**src/rtl/irq_nest_pkg.sv**
```systemverilog
`timescale 1ns/1ps
package irq_nest_pkg;
  typedef enum logic [1:0] {
    PH_EXEC    = 2'd0,
    PH_STACK   = 2'd1,
    PH_UNSTACK = 2'd2
  } phase_e;

  localparam int EXC_NMI  = 2;
  localparam int EXC_HF   = 3;
  localparam int EXC_IRQ0 = 16;
endpackage

```
**src/rtl/irq_src_unit.sv**
```systemverilog
`timescale 1ns/1ps
module irq_src_unit import irq_nest_pkg::*; #(
  parameter int NUM_IRQ = 32,
  parameter int PRIO_W  = 2,
  localparam int NUM_EXC = EXC_IRQ0 + NUM_IRQ,
  localparam int EXC_W   = $clog2(NUM_EXC),
  localparam int IDX_W   = $clog2(NUM_IRQ),
  localparam int RANK_W  = PRIO_W + 2
) (
  input  logic                      clk,
  input  logic                      rst,
  input  logic                      cfg_en_we,
  input  logic                      cfg_prio_we,
  input  logic [IDX_W-1:0]          cfg_idx,
  input  logic                      cfg_en,
  input  logic [PRIO_W-1:0]         cfg_prio,
  input  logic [NUM_IRQ-1:0]        irq_in,
  input  logic                      nmi_in,
  input  logic                      hf_in,
  input  logic                      clr_valid,
  input  logic [EXC_W-1:0]          clr_num,
  output logic [NUM_IRQ-1:0]        en_vec,
  output logic [NUM_EXC-1:0]        pend_exc,
  output logic [NUM_EXC*RANK_W-1:0] rank_flat
);
  logic [NUM_IRQ-1:0]             en_q, line_q, pend_q;
  logic [NUM_IRQ-1:0][PRIO_W-1:0] prio_q;
  logic                           nmi_q, hf_q, nmi_pend_q, hf_pend_q;

  always_ff @(posedge clk) begin
    if (rst) begin
      en_q       <= '0;
      line_q     <= '0;
      pend_q     <= '0;
      prio_q     <= '0;
      nmi_q      <= 1'b0;
      hf_q       <= 1'b0;
      nmi_pend_q <= 1'b0;
      hf_pend_q  <= 1'b0;
    end else begin
      line_q <= irq_in;
      nmi_q  <= nmi_in;
      hf_q   <= hf_in;
      if (cfg_en_we)   en_q[cfg_idx]   <= cfg_en;
      if (cfg_prio_we) prio_q[cfg_idx] <= cfg_prio;
      for (int i = 0; i < NUM_IRQ; i++) begin
        pend_q[i] <= (pend_q[i] && !(clr_valid && clr_num == EXC_W'(EXC_IRQ0 + i)))
                     || (irq_in[i] && !line_q[i] && en_q[i]);
      end
      nmi_pend_q <= (nmi_pend_q && !(clr_valid && clr_num == EXC_W'(EXC_NMI)))
                    || (nmi_in && !nmi_q);
      hf_pend_q  <= (hf_pend_q && !(clr_valid && clr_num == EXC_W'(EXC_HF)))
                    || (hf_in && !hf_q);
    end
  end

  assign en_vec = en_q;

  for (genvar e = 0; e < NUM_EXC; e++) begin : g_src
    if (e == EXC_NMI) begin : g_nmi
      assign pend_exc[e] = nmi_pend_q;
      assign rank_flat[e*RANK_W +: RANK_W] = RANK_W'(0);
    end else if (e == EXC_HF) begin : g_hf
      assign pend_exc[e] = hf_pend_q;
      assign rank_flat[e*RANK_W +: RANK_W] = RANK_W'(1);
    end else if (e >= EXC_IRQ0) begin : g_irq
      assign pend_exc[e] = pend_q[e-EXC_IRQ0] && en_q[e-EXC_IRQ0];
      assign rank_flat[e*RANK_W +: RANK_W] = RANK_W'(prio_q[e-EXC_IRQ0]) + RANK_W'(2);
    end else begin : g_none
      assign pend_exc[e] = 1'b0;
      assign rank_flat[e*RANK_W +: RANK_W] = '1;
    end
  end
endmodule

```
**src/rtl/irq_arbiter.sv**
```systemverilog
`timescale 1ns/1ps
module irq_arbiter #(
  parameter int NUM_EXC = 48,
  parameter int RANK_W  = 4,
  localparam int EXC_W  = $clog2(NUM_EXC)
) (
  input  logic [NUM_EXC-1:0]        pend_exc,
  input  logic [NUM_EXC*RANK_W-1:0] rank_flat,
  output logic                      win_valid,
  output logic [EXC_W-1:0]          win_num,
  output logic [RANK_W-1:0]         win_rank
);
  always_comb begin
    win_valid = 1'b0;
    win_num   = '0;
    win_rank  = '1;
    for (int e = 0; e < NUM_EXC; e++) begin
      if (pend_exc[e] && (!win_valid || rank_flat[e*RANK_W +: RANK_W] < win_rank)) begin
        win_valid = 1'b1;
        win_num   = EXC_W'(e);
        win_rank  = rank_flat[e*RANK_W +: RANK_W];
      end
    end
  end
endmodule

```
**src/rtl/exc_nest_stack.sv**
```systemverilog
`timescale 1ns/1ps
module exc_nest_stack #(
  parameter int DEPTH = 6,
  parameter int EXC_W = 6,
  localparam int DEP_W = $clog2(DEPTH + 1)
) (
  input  logic             clk,
  input  logic             rst,
  input  logic             push,
  input  logic             pop,
  input  logic             replace,
  input  logic [EXC_W-1:0] din,
  output logic [EXC_W-1:0] top_num,
  output logic [EXC_W-1:0] under_num,
  output logic [DEP_W-1:0] depth
);
  logic [EXC_W-1:0] mem [DEPTH];
  logic [DEP_W-1:0] depth_q;

  always_ff @(posedge clk) begin
    if (push && depth_q < DEP_W'(DEPTH)) mem[depth_q] <= din;
    else if (replace && depth_q != '0)   mem[depth_q - DEP_W'(1)] <= din;
  end

  always_ff @(posedge clk) begin
    if (rst) depth_q <= '0;
    else if (push && depth_q < DEP_W'(DEPTH)) depth_q <= depth_q + DEP_W'(1);
    else if (pop && depth_q != '0)            depth_q <= depth_q - DEP_W'(1);
  end

  assign top_num   = (depth_q == '0)      ? '0 : mem[depth_q - DEP_W'(1)];
  assign under_num = (depth_q < DEP_W'(2)) ? '0 : mem[depth_q - DEP_W'(2)];
  assign depth     = depth_q;
endmodule

```
**src/rtl/irq_nest_ctrl.sv**
```systemverilog
`timescale 1ns/1ps
module irq_nest_ctrl import irq_nest_pkg::*; #(
  parameter int NUM_IRQ    = 32,
  parameter int PRIO_W     = 2,
  parameter int CTX_WORDS  = 8,
  parameter int NEST_DEPTH = 6,
  parameter int ADDR_W     = 32,
  localparam int NUM_EXC = EXC_IRQ0 + NUM_IRQ,
  localparam int EXC_W   = $clog2(NUM_EXC),
  localparam int IDX_W   = $clog2(NUM_IRQ),
  localparam int RANK_W  = PRIO_W + 2,
  localparam int CNT_W   = $clog2(CTX_WORDS),
  localparam int DEP_W   = $clog2(NEST_DEPTH + 1)
) (
  input  logic               clk,
  input  logic               rst,
  input  logic               cfg_en_we,
  input  logic               cfg_prio_we,
  input  logic [IDX_W-1:0]   cfg_idx,
  input  logic               cfg_en,
  input  logic [PRIO_W-1:0]  cfg_prio,
  input  logic [NUM_IRQ-1:0] irq_in,
  input  logic               nmi_in,
  input  logic               hf_in,
  input  logic               exc_return,
  output logic [1:0]         phase,
  output logic [EXC_W-1:0]   act_exc,
  output logic [ADDR_W-1:0]  vec_addr
);
  logic [NUM_IRQ-1:0]        en_vec;
  logic [NUM_EXC-1:0]        pend_exc;
  logic [NUM_EXC*RANK_W-1:0] rank_flat;
  logic                      win_valid;
  logic [EXC_W-1:0]          win_num;
  logic [RANK_W-1:0]         win_rank;
  logic [EXC_W-1:0]          top_num, under_num;
  logic [DEP_W-1:0]          depth;

  phase_e              state_q, state_n;
  logic [CNT_W-1:0]    cnt_q, cnt_n;
  logic [EXC_W-1:0]    tgt_q, tgt_n, act_q, act_n, clr_num, push_num;
  logic [ADDR_W-1:0]   vec_q, vec_n;
  logic                push, pop, replace, clr_valid, retarget;
  logic [RANK_W-1:0]   cur_rank, rest_rank, tgt_rank;

  function automatic logic [ADDR_W-1:0] vec_of(input logic [EXC_W-1:0] n);
    return ADDR_W'(n) << 2;
  endfunction

  irq_src_unit #(.NUM_IRQ(NUM_IRQ), .PRIO_W(PRIO_W)) u_src (
    .clk, .rst, .cfg_en_we, .cfg_prio_we, .cfg_idx, .cfg_en, .cfg_prio,
    .irq_in, .nmi_in, .hf_in, .clr_valid, .clr_num,
    .en_vec, .pend_exc, .rank_flat
  );

  irq_arbiter #(.NUM_EXC(NUM_EXC), .RANK_W(RANK_W)) u_arb (
    .pend_exc, .rank_flat, .win_valid, .win_num, .win_rank
  );

  exc_nest_stack #(.DEPTH(NEST_DEPTH), .EXC_W(EXC_W)) u_stk (
    .clk, .rst, .push, .pop, .replace, .din(push_num),
    .top_num, .under_num, .depth
  );

  // exception 0 (thread) maps to an all-ones rank in the source unit
  assign cur_rank  = rank_flat[top_num*RANK_W +: RANK_W];
  assign rest_rank = rank_flat[under_num*RANK_W +: RANK_W];
  assign tgt_rank  = rank_flat[tgt_q*RANK_W +: RANK_W];

  always_comb begin
    state_n   = state_q;
    cnt_n     = cnt_q;
    tgt_n     = tgt_q;
    act_n     = act_q;
    vec_n     = vec_q;
    push      = 1'b0;
    pop       = 1'b0;
    replace   = 1'b0;
    clr_valid = 1'b0;
    clr_num   = win_num;
    push_num  = win_num;
    retarget  = win_valid && win_rank < tgt_rank;
    unique case (state_q)
      PH_EXEC: begin
        if (exc_return && depth != '0) begin
          if (win_valid && win_rank < rest_rank) begin
            replace   = 1'b1;
            clr_valid = 1'b1;
            act_n     = win_num;
            vec_n     = vec_of(win_num);
          end else begin
            state_n = PH_UNSTACK;
            cnt_n   = '0;
          end
        end else if (win_valid && win_rank < cur_rank) begin
          state_n = PH_STACK;
          cnt_n   = '0;
          tgt_n   = win_num;
          vec_n   = vec_of(win_num);
        end
      end
      PH_STACK: begin
        if (retarget) begin
          tgt_n = win_num;
          vec_n = vec_of(win_num);
        end
        if (cnt_q == CNT_W'(CTX_WORDS - 1)) begin
          push      = 1'b1;
          push_num  = tgt_n;
          clr_valid = 1'b1;
          clr_num   = tgt_n;
          act_n     = tgt_n;
          state_n   = PH_EXEC;
        end else begin
          cnt_n = cnt_q + CNT_W'(1);
        end
      end
      PH_UNSTACK: begin
        if (cnt_q == CNT_W'(CTX_WORDS - 1)) begin
          pop     = 1'b1;
          act_n   = under_num;
          vec_n   = vec_of(under_num);
          state_n = PH_EXEC;
        end else begin
          cnt_n = cnt_q + CNT_W'(1);
        end
      end
      default: state_n = PH_EXEC;
    endcase
  end

  always_ff @(posedge clk) begin
    if (rst) begin
      state_q <= PH_EXEC;
      cnt_q   <= '0;
      tgt_q   <= '0;
      act_q   <= '0;
      vec_q   <= '0;
    end else begin
      state_q <= state_n;
      cnt_q   <= cnt_n;
      tgt_q   <= tgt_n;
      act_q   <= act_n;
      vec_q   <= vec_n;
    end
  end

  assign phase    = state_q;
  assign act_exc  = act_q;
  assign vec_addr = vec_q;
endmodule

```
**config.mk**
```make
export PLATFORM = sky130hd
export DESIGN_NAME = irq_nest_ctrl
export DESIGN_NICKNAME = d
export VERILOG_FILES = /design/src/rtl/irq_nest_pkg.sv /design/src/rtl/irq_src_unit.sv /design/src/rtl/irq_arbiter.sv /design/src/rtl/exc_nest_stack.sv /design/src/rtl/irq_nest_ctrl.sv
export SDC_FILE = /design/constraint.sdc
export NUM_CORES = 1
export LEC_CHECK = 0
export ABC_CLOCK_PERIOD_IN_PS = 74400
export BUFFER_PORTS_ARGS = -buffer_cell sky130_fd_sc_hd__buf_4
export CAP_MARGIN = 20
export CELL_PAD_IN_SITES_DETAIL_PLACEMENT = 1
export CELL_PAD_IN_SITES_GLOBAL_PLACEMENT = 1
export CORE_MARGIN = 2
export CORE_UTILIZATION = 51
export CTS_CLUSTER_DIAMETER = 80
export DETAILED_ROUTE_END_ITERATION = 16
export GPL_TIMING_DRIVEN = 0
export HOLD_SLACK_MARGIN = 0.12
export PLACE_DENSITY_LB_ADDON = 0.1
export SETUP_SLACK_MARGIN = 0.3
export SKIP_LAST_GASP = 1
export SYNTH_ARGS = -nofsm -noshare
export SYNTH_HDL_FRONTEND = slang
export SYNTH_SLANG_ARGS = --single-unit
```
**constraint.sdc**
```tcl
create_clock -name clk -period 74.4 [get_ports clk]
set_clock_uncertainty 0.1 [all_clocks]
set_input_delay 11.16 -clock clk [delete_from_list [all_inputs] [get_ports clk]]
set_output_delay 11.16 -clock clk [all_outputs]
set_load 0.05 [all_outputs]
```
* Yosys cells after proc, flatten, opt, wreduce, memory -nomap -nowiden
Memories as Yosys holds them, arrays and structs flattened.
Index checks and enable logic that the tools add are counted.
** Storage, ports and cells
- Register bits :: 216
- ROM bits :: 0
- Bits in writable memories :: 36
- Memories kept :: 1
- Output and inout port bits :: 40
- Word-level logic and storage cells :: 717
- Input bits :: 47
- Latch bits :: 0
** Cells by class
- Bitwise operators :: 0
- $mul :: 0
- Add/sub/neg operators :: 36
- $lt $le $gt $ge :: 40
- Shift-type cells :: 3
- Muxes and demuxes :: 154
- Reductions and logical operators :: 389
- Eq/ne operators :: 49
- Div/mod/pow operators :: 0
** Memories
- u_stk.mem :: words 6, width 6, read ports 2, clocked after Yosys merged registers in 0, wr ports 1, RTL line exc_nest_stack.sv:17 : logic [EXC_W-1:0] mem [DEPTH];
** Operators by type and width (count)
- 192-bit by 9-bit indexed part select with 4-bit output :: 3
- 1-bit logical AND :: 207
- 6-bit 2-to-1 mux :: 28
- 32-bit 2-to-1 mux :: 5
- 4-bit 2-to-1 mux :: 34
- 3-bit by 4-bit < comparator with 1-bit output :: 32
- 1-bit zero test :: 101
- 2-bit by 2-bit adder with 3-bit output, second input constant :: 32
- 6-bit by 5-bit == test with 1-bit output, second input constant :: 16
- 6-bit == test, second input constant :: 16
- 32-bit one-hot mux with 3 select lines :: 1
- 5-bit 2-to-1 mux :: 16
- 1-bit logical OR :: 67
- 64-bit bitwise mux :: 1
- 1-bit 2-to-1 mux :: 47
- 32-bit bitwise mux :: 1
- 3-bit 2-to-1 mux :: 7
- 6-bit one-hot mux with 3 select lines :: 1
- 2-bit != test, second input constant :: 8
- 2-bit 2-to-1 mux :: 7
- 6-bit by 2-bit == test with 1-bit output, second input constant :: 2
- 4-bit < comparator :: 3
- 6-bit one-hot mux with 2 select lines :: 1
- 2-bit demux with 5-bit select :: 1
- 26 further kinds :: 34

* Longest topological paths before layout
Gate-level depths: netlist of the first run.
- Depth in word-level cells :: 144
- Mapped depth :: 246
- Gate-level depth less buffers :: 240

* Cells and area by module
A second synthesis of the first run with hierarchy kept.
** Unflattened totals
- Cells, all modules :: 3399
- Area total of the unflattened synthesis :: 28531.1 um^2
** By module, submodules not included
- irq_arbiter :: area each 12409.4 um^2, times used 1, cells an instance 1862, seq. area each 0.0 um^2
- irq_src_unit :: area each 7368.3 um^2, times used 1, cells an instance 812, seq. area each 3283.1 um^2
- irq_nest_ctrl :: area each 6481.2 um^2, times used 1, cells an instance 547, seq. area each 460.4 um^2
- exc_nest_stack :: area each 2272.2 um^2, times used 1, cells an instance 178, seq. area each 1141.1 um^2

* Worst setup path before layout of the first run
No wires, ideal clock.
- Kind :: register -> register
- From :: register u_src.nmi_pend_q
- To :: memory u_stk.mem[0][0], enable pin
- Stages on the path, launching flop included :: 236
- Period minus slack after synthesis :: 40071 ps
- Slack :: 34329 ps
- Setup time :: 377 ps
- Arrival time :: 39594 ps
- Path buffers :: 5
- Cell sequence :: dfxtp_1 > clkbuf_1 > nor2_1 > o21ai_0 > ha_1 > o21a_1 > o22ai_1 > or2_2 > o21ai_0 > inv_1 > ha_1 > a21oi_1 > o21ai_1 > a21oi_1 > nor2_1 > a21oi_1 > inv_1 > ha_1 > [200 not listed] > a21oi_4 > mux2i_1 > ha_1 > o21a_1 > o21ai_0 > nand3_1 > and2_1 > a21o_1 > buf_2 > nor2_1 > o21bai_1 > ha_1 > a21o_1 > a211o_1 > a21o_1 > nor4_1 > nand2_1 > o21ai_0
** Between the ends
- Longest elaborated chain between the ends :: 144
** Ends and longest elaborated chain
- from (decl) :: RTL line irq_src_unit.sv:28 : logic nmi_q, hf_q, nmi_pend_q, hf_pend_q;
- from (signal assigned) :: RTL line irq_src_unit.sv:50 : nmi_pend_q <= (nmi_pend_q && !(clr_valid && clr_num == EXC_W'(EXC_NMI)))
- 4-bit 2-to-1 mux or 1-bit 2-to-1 mux (tied branches) :: RTL line irq_arbiter.sv:18 : if (pend_exc[e] && (!win_valid || rank_flat[e*RANK_W +: RANK_W] < win_rank)) begin
- 1-bit by 4-bit < comparator with 1-bit output or 1-bit zero test (tied branches) :: RTL line irq_arbiter.sv:18
- 1-bit logical OR :: RTL line irq_arbiter.sv:18
- 1-bit logical AND :: RTL line irq_arbiter.sv:18
- 4-bit 2-to-1 mux or 1-bit 2-to-1 mux (tied branches) :: RTL line irq_arbiter.sv:18
- 3-bit by 4-bit < comparator with 1-bit output or 1-bit zero test (tied branches)
- 1-bit logical OR :: RTL line irq_arbiter.sv:18
- 1-bit logical AND :: RTL line irq_arbiter.sv:18
- [128 not listed]
- 1-bit 2-to-1 mux * :: RTL line irq_nest_ctrl.sv:85 : if (exc_return && depth != '0) begin
- 1-bit 2-to-1 mux * :: RTL line irq_nest_ctrl.sv:83 : unique case (state_q)
- 1-bit logical AND * :: RTL line exc_nest_stack.sv:22 : else if (replace && depth_q != '0) mem[depth_q - DEP_W'(1)] <= din;
- 1-bit 2-to-1 mux * :: RTL line exc_nest_stack.sv:22
- 1-bit 2-to-1 mux * :: RTL line exc_nest_stack.sv:21 : if (push && depth_q < DEP_W'(DEPTH)) mem[depth_q] <= din;
- 1-bit 2-to-1 mux (implied by the code) * :: RTL line exc_nest_stack.sv:22
- 6-bit OR reduction (no line)
- 3-bit 2-to-1 mux (no line) or 1-bit 2-to-1 mux (tied branches)
- to (decl) :: RTL line exc_nest_stack.sv:17
Every way passes the cells marked *; elsewhere a longest branch is shown, timed or not.

* Worst setup path in the final report of the first run
- From :: register u_src.nmi_pend_q
- To :: register u_src.pend_q[3]
** Between the ends
- Longest elaborated chain between the ends :: 143
** Ends and longest elaborated chain
- 4-bit 2-to-1 mux or 1-bit 2-to-1 mux (tied branches) :: RTL line irq_arbiter.sv:18
- 1-bit by 4-bit < comparator with 1-bit output or 1-bit zero test (tied branches) :: RTL line irq_arbiter.sv:18
- 1-bit logical OR :: RTL line irq_arbiter.sv:18
- 1-bit logical AND :: RTL line irq_arbiter.sv:18
- 4-bit 2-to-1 mux or 1-bit 2-to-1 mux (tied branches) :: RTL line irq_arbiter.sv:18
- 3-bit by 4-bit < comparator with 1-bit output or 1-bit zero test (tied branches)
- 1-bit logical OR :: RTL line irq_arbiter.sv:18
- 1-bit logical AND :: RTL line irq_arbiter.sv:18
- [127 not listed]
- 6-bit 2-to-1 mux :: RTL line irq_nest_ctrl.sv:103 : if (retarget) begin
- 6-bit 2-to-1 mux :: RTL line irq_nest_ctrl.sv:107 : if (cnt_q == CNT_W'(CTX_WORDS - 1)) begin
- 6-bit 2-to-1 mux :: RTL line irq_nest_ctrl.sv:83
- 6-bit by 5-bit == test with 1-bit output :: RTL line irq_src_unit.sv:47 : pend_q[i] <= (pend_q[i] && !(clr_valid && clr_num == EXC_W'(EXC_IRQ0 + i)))
- 1-bit logical AND * :: RTL line irq_src_unit.sv:47
- 1-bit zero test * :: RTL line irq_src_unit.sv:47
- 1-bit logical AND * :: RTL line irq_src_unit.sv:47
- 1-bit logical OR * :: RTL line irq_src_unit.sv:48 : || (irq_in[i] && !line_q[i] && en_q[i]);
- to (signal, indexed assignment) :: RTL line irq_src_unit.sv:47
- to (decl) :: RTL line irq_src_unit.sv:26 : logic [NUM_IRQ-1:0] en_q, line_q, pend_q;
Marked as above.
A chain may end at the register's enable or synchronous reset.

==> impl_metrics.ini, run 1 <==
[run_status]
status = complete, no violations

[floorplanning]
rows = 68
ios = 87
die_h_um = 191
dieArea_um2 = 36600
start_util_pct = 51.8
dieWidth_um = 191
coreArea_um2 = 34500

[pwr]
power.leakage_nw = 7.18
power.total_mw = 0.455
p_per_area_nw_per_um2 = 22.7
vdd_ir_drop_max_mv = 0.0174

[clocking]
hold_buffers = 0
cts.htree.levels = 1
cts.clk_slew.worst_paths_ns = 0.06
clk_latency_ns = 0.57
cts-resized-gates = 0
cts_tree = done
clockRootBuffer = clkbuf_16
clock_path_buffers = 3
cts_buffers = 27
postCtsSetupBuffers = 0
cts.sinks = 226

[cells_and_area]
multi_input_area_um2 = 12100
diodes = 0
nFillCells = 4375
seqCellArea_um2 = 4880
drive_above_1_share_pct = 10.5
layoutNonFillerInstCount = 2910
area_growth_pct = 11.7
fin_nets = 2539
fin_area_um2 = 20000

[critical_path]
crit_start = u_src.nmi_pend_q
crit_path_max_incr_delay_ns = 0.72
cp_top_family = compound AO/OA/AOI/OAI gates
crit_path_end_kind = flip-flop
start_kind = flip-flop
r2r-start = u_src.nmi_pend_q
crit_slowest_cell = a41oi_2
critPathMostFrequentCell = ha_1
crit_fanout = 10
reg2reg_slack_ns = 22.88
cp_num_cells = 229
r2r-end = u_src.pend_q[3]
cp_num_buf_inv = 23
worst_ep_required_time_ns = 74.72
r2r_cells = 229
crit_end = u_src.pend_q[3]
cp.arrival_ns = 51.84
critical_path_class = flip-flop to flip-flop

[yosys]
ys_seq_area_share_pct = 27.3
synthFlopType = dfxtp_1
synth.most_common_cell = nand2_1
async_flop_share_pct = 0
synth_common_cells = nand2_1 (300), a21oi_1 (239), dfxtp_1 (190)
avgSynthCellArea_um2 = 7.72
synth_seq_cells = 226
yosysWarnings = 0
syn_area_um2 = 17900
synth_cell_types = 114
synth_top_area_share_pct = 21.2
synthTopCellsByArea = dfxtp_1 (21%), a21oi_1 (6.7%), nand2_1 (6.3%)
netlist_instances = 2319
synth_edf_count = 36
synth_top_cell_by_area = dfxtp_1

[drt]
wl_met1_um = 31100
dr_total_vias = 19900
top_layer_used = met5
drc_errors = 0
via_per_inst = 6.84
drt-pass1-iter-count = 7
drtAntennaViolNets = 0
wl_um = 78500
drtIter0Drc = 1701
met2_length_um = 35100
wl_met3_um = 7350
wl_per_cell_um = 27.0

[placed_design]
place_area_um2 = 19100
place_congestion = 0.997
hpwl_um = 60200
io_buffers = 60
place_inst = 2862

[sta]
rsz0062_at_grt = false
relSlewSlack_pct = 19.1
fin_tns_setup_ns = 0
fmax_mhz = 19.4
worst_pin_slew_ns = 1.21
hold_slack_ns = 0.379
finalCritPeriodShare_pct = 69.3
fin_crit_ns = 51.52
setup_viol = 0
slew_violations = 0
finalHoldViolations = 0

[job]
max_cap_viol_count = 0

[min_path]
hp-class = flip-flop to flip-flop
worstHoldStart = u_src.pend_q[8]

[grt]
grt_usage_pct = 41.8
grt_max_degree = 14
grt_pass1_vias = 19900
overflow = 0
grt_pass1_wl_um = 117000
antenna_found_initial = 7
## cell type report
class,count,share of cell area [%]
buffer,165,3.71
timing repair buffer,65,2.44
inverter,80,1.50
clock inverter,13,1.04
clock buffer,33,3.64
multi-input combinational,1873,60.4
sequential,226,24.4
tap,455,2.85
## where the power goes
| part | switching, mW | leakage, nW | internal, mW | total, mW |
|---|---|---|---|---|
| Clock | 0.0571 | 0.444 | 0.0866 | 0.144 |
| Combinational | 0.116 | 4.87 | 0.0593 | 0.175 |
| Sequential | 0.00508 | 1.87 | 0.131 | 0.136 |
| Total | 0.178 | 7.18 | 0.277 | 0.455 |
## metal layers
| metal | global-route usage (%) | up-vias |
|---|---|---|
| met2 | 67.9 | 1009 |
| met5 | 0 | - |
| li1 | - | 8767 |
| met4 | 21.9 | 10 |
| met1 | 52.2 | 9817 |
| met3 | 8.56 | 311 |
## worst min path at each step
stage | to | cells after the start
2_1_floorplan | u_src.pend_q[8] | 2
3_3_place_gp | u_src.pend_q[9] | 2
3_5_place_dp | u_src.pend_q[8] | 2
4_1_cts | u_src.pend_q[8] | 2
5_1_grt | u_src.pend_q[8] | 2
6_report | u_src.pend_q[8] | 2
## flip-flops by register name, indices dropped and copies added, names as in the netlist, 6 cells and up
| register | count |
|---|---|
| u_stk.mem | 36 |
| u_src.en_vec | 32 |
| act_exc | 6 |
| tgt_q | 6 |
| u_src.prio_q | 64 |
| vec_addr | 6 |
| u_src.line_q | 32 |
| u_src.pend_q | 32 |
## through the flow
stage,utilization [%],setup slack (ns)
2_1_floorplan,-,34.33
3_3_place_gp,55.1,26.04
3_5_place_dp,55.2,24.56
4_1_cts,57.9,24.06
5_1_grt,57.9,19.54
6_report,57.9,22.88
## cells in the final DEF, fill, tap and decap left out, drive strengths merged, types with 78 or more instances in the layout
| master | n |
|---|---|
| o21ai | 209 |
| buf | 111 |
| nand2 | 300 |
| mux2i | 82 |
| a211oi | 78 |
| clkbuf | 152 |
| nor2 | 187 |
| inv | 81 |
| dfxtp | 190 |
| a21oi | 240 |
## kinds of logic after synthesis
| kind of cell | count (synthesis) | synth area share, % |
|---|---|---|
| simple gates | 850 | 23.5 |
| compound gates | 806 | 30.0 |
| buf+inv | 245 | 5.82 |
| flops | 226 | 27.3 |
| mux | 125 | 9.03 |
| fa+ha+maj | 63 | 4.28 |
| xor+xnor | 3 | 0.147 |
| other cells | 1 | 0.0209 |
## tightest hold or removal path, stage by stage (launching register included)
cell and delay, ns:
dfxtp_1 0.31, nand2_1 0.07, o21ai_1 0.05
(Power assumes the default switching activity.)
==> run 2, diff against run 1 <==
ABC_CLOCK_PERIOD_IN_PS = 46600   (was 74400)
CORE_UTILIZATION = 43   (was 51)
clock period = 46.6 ns   (was 74.4 ns; I/O delays follow)
==> run 2 against run 1 <==
Compared with the run above: sequential power rose by 60%; sequential share of layout area fell by 1.3 points; fmax rose by 18%; total power rose by 63%; largest cell class unchanged; highest routed layer unchanged; register-to-register slack got worse by 20 ns; clock-buffer cell count rose by 1; global-route usage fell by 6.9 points; non-clock buffer count rose by 44.
==> impl_metrics.ini, run 2 (same netlist as run 1, synthesis figures left out) <==
[run_status]
status = complete, no violations

[drt]
drt-pass1-iter-count = 6
via_per_inst = 6.45
drtIter0Drc = 1523
wl_per_cell_um = 26.0
drc_errors = 0
dr_total_vias = 19600
wl_um = 78900
drtAntennaViolNets = 0

[critical_path]
cp_num_cells = 239
r2r-start = u_src.nmi_pend_q
cp.arrival_ns = 44.08
reg2reg_slack_ns = 2.89
worst_ep_required_time_ns = 46.97
critical_path_class = flip-flop to flip-flop
r2r_cells = 239
cp_num_buf_inv = 25
crit_fanout = 10
r2r-end = u_src.pend_q[3]
crit_path_max_incr_delay_ns = 0.48
crit_path_end_kind = flip-flop
crit_slowest_cell = or3b_2
start_kind = flip-flop
critPathMostFrequentCell = ha_1
cp_top_family = compound AO/OA/AOI/OAI gates

[floorplanning]
die_h_um = 208
dieArea_um2 = 43300
rows = 74
dieWidth_um = 208
coreArea_um2 = 40900
ios = 87
start_util_pct = 43.8

[cells_and_area]
diodes = 0
drive_above_1_share_pct = 15.6
area_growth_pct = 17.9
largest_reg_flops = 64
fin_nets = 2585
regMostFlops = u_src.prio_q
fin_area_um2 = 21100
final_util_pct = 51.6
reg_top3 = u_src.prio_q x64, u_stk.mem x36
final_cell_mix = nand2_1 (296), a21oi_1 (216), dfxtp_1 (188), nor2_1 (177), o21ai_0 (164)
final_common_cell = nand2_1

[sta]
hold_slack_ns = 0.382
setup_viol = 0
fin_crit_ns = 43.71
worst_pin_slew_ns = 1.12
finalCritPeriodShare_pct = 93.8
fmax_mhz = 22.9
rsz0062_at_grt = false
slew_violations = 0
fin_tns_setup_ns = 0
relSlewSlack_pct = 24.8
finalHoldViolations = 0

[placed_design]
place_congestion = 0.997
hpwl_um = 60700
io_buffers = 60
place_area_um2 = 19200

[pwr]
power.leakage_nw = 7.52
p_per_area_nw_per_um2 = 35.1
vdd_ir_drop_max_mv = 0.0250

[min_path]
hp-class = flip-flop to flip-flop
whs_path_depth = 2
worstHoldStart = u_src.pend_q[18]
hold_end = u_src.pend_q[18]

[clocking]
cts_tree = done
cts.sinks = 226
cts.clk_slew.worst_paths_ns = 0.06
clockRootBuffer = clkbuf_16
hold_buffers = 0
cts.htree.levels = 1
clk_latency_ns = 0.59
cts_buffers = 29
clock_path_buffers = 3

[grt]
overflow = 0
grt_max_degree = 15
grt_pass1_vias = 19500
antenna_found_initial = 1
grt_pass1_wl_um = 118000
grt_usage_pct = 34.9

[job]
max_cap_viol_count = 0
==> run 2: report_power, final <==
group,switching [mW],internal [mW],total (mW)
combinational,0.197,0.102,0.299
clock,0.0964,0.129,0.225
sequential,0.00805,0.209,0.217
total,0.302,0.440,0.741
==> run 2: per-layer routing <==
| layer | wire length, um | vias to the layer above | share of wire (%) | global-route usage (%) |
|---|---|---|---|---|
| li1 | - | 8869 | - | - |
| met1 | 32300 | 9695 | 41 | 45.0 |
| met2 | 35700 | 810 | 45 | 56.2 |
| met3 | 6170 | 222 | 7.8 | 5.30 |
| met4 | 4780 | 2 | 6.1 | 18.9 |
| met5 | 15 | - | 0.019 | 0 |
==> run 2: worst reg2reg max path, delay by kind of cell (launching register included) <==
kind | cells | cell delay (ns)
fa+ha+maj | 31 | 8.34
simple gates | 73 | 10.19
flops | 1 | 0.29
buf+inv | 25 | 2.63
compound gates | 99 | 19.06
mux | 11 | 3.06
==> run 2: per-stage QoR <==
step	cells	setup WS, ns	total power, mW
6_report	3039	2.89	0.741
5_1_grt	3039	0.0416	0.774
3_5_place_dp	2945	-3.35	0.494
2_1_floorplan	2344	6.53	0.416
3_3_place_gp	2936	-2.51	0.484
4_1_cts	3007	0.315	0.724
==> run 2: area by class of cell <==
type | instances | area (um2)
clock buffers | 34 | 764
repair buffers | 109 | 873
multi-input cells | 1873 | 12700
flip-flops and latches | 226 | 4890
inverters | 80 | 300
clock inverters | 20 | 171
well taps | 532 | 666
fillers | 5096 | 19800
plain buffers | 165 | 749
==> run 2: worst max-delay path by stage <==
| stage | endpoint | slack (ns) | from |
|---|---|---|---|
| detailed placement | u_src.pend_q[3] | -3.35 | u_src.nmi_pend_q |
| floorplan | u_stk.mem[0][0] | 6.53 | u_src.nmi_pend_q |
| global placement | u_src.pend_q[18] | -2.51 | u_src.nmi_pend_q |
| global route | u_src.pend_q[19] | 0.04 | u_src.nmi_pend_q |
| CTS | u_src.pend_q[2] | 0.31 | u_src.nmi_pend_q |
| finish | u_src.pend_q[3] | 2.89 | u_src.nmi_pend_q |
==> run 2: repair_timing <==
item	4_1_cts	5_1_grt
gates resized for setup	55	82
pin swaps	5	18
endpoints found under the setup margin	129	129
gates cloned	0	0
setup buffers	8	31
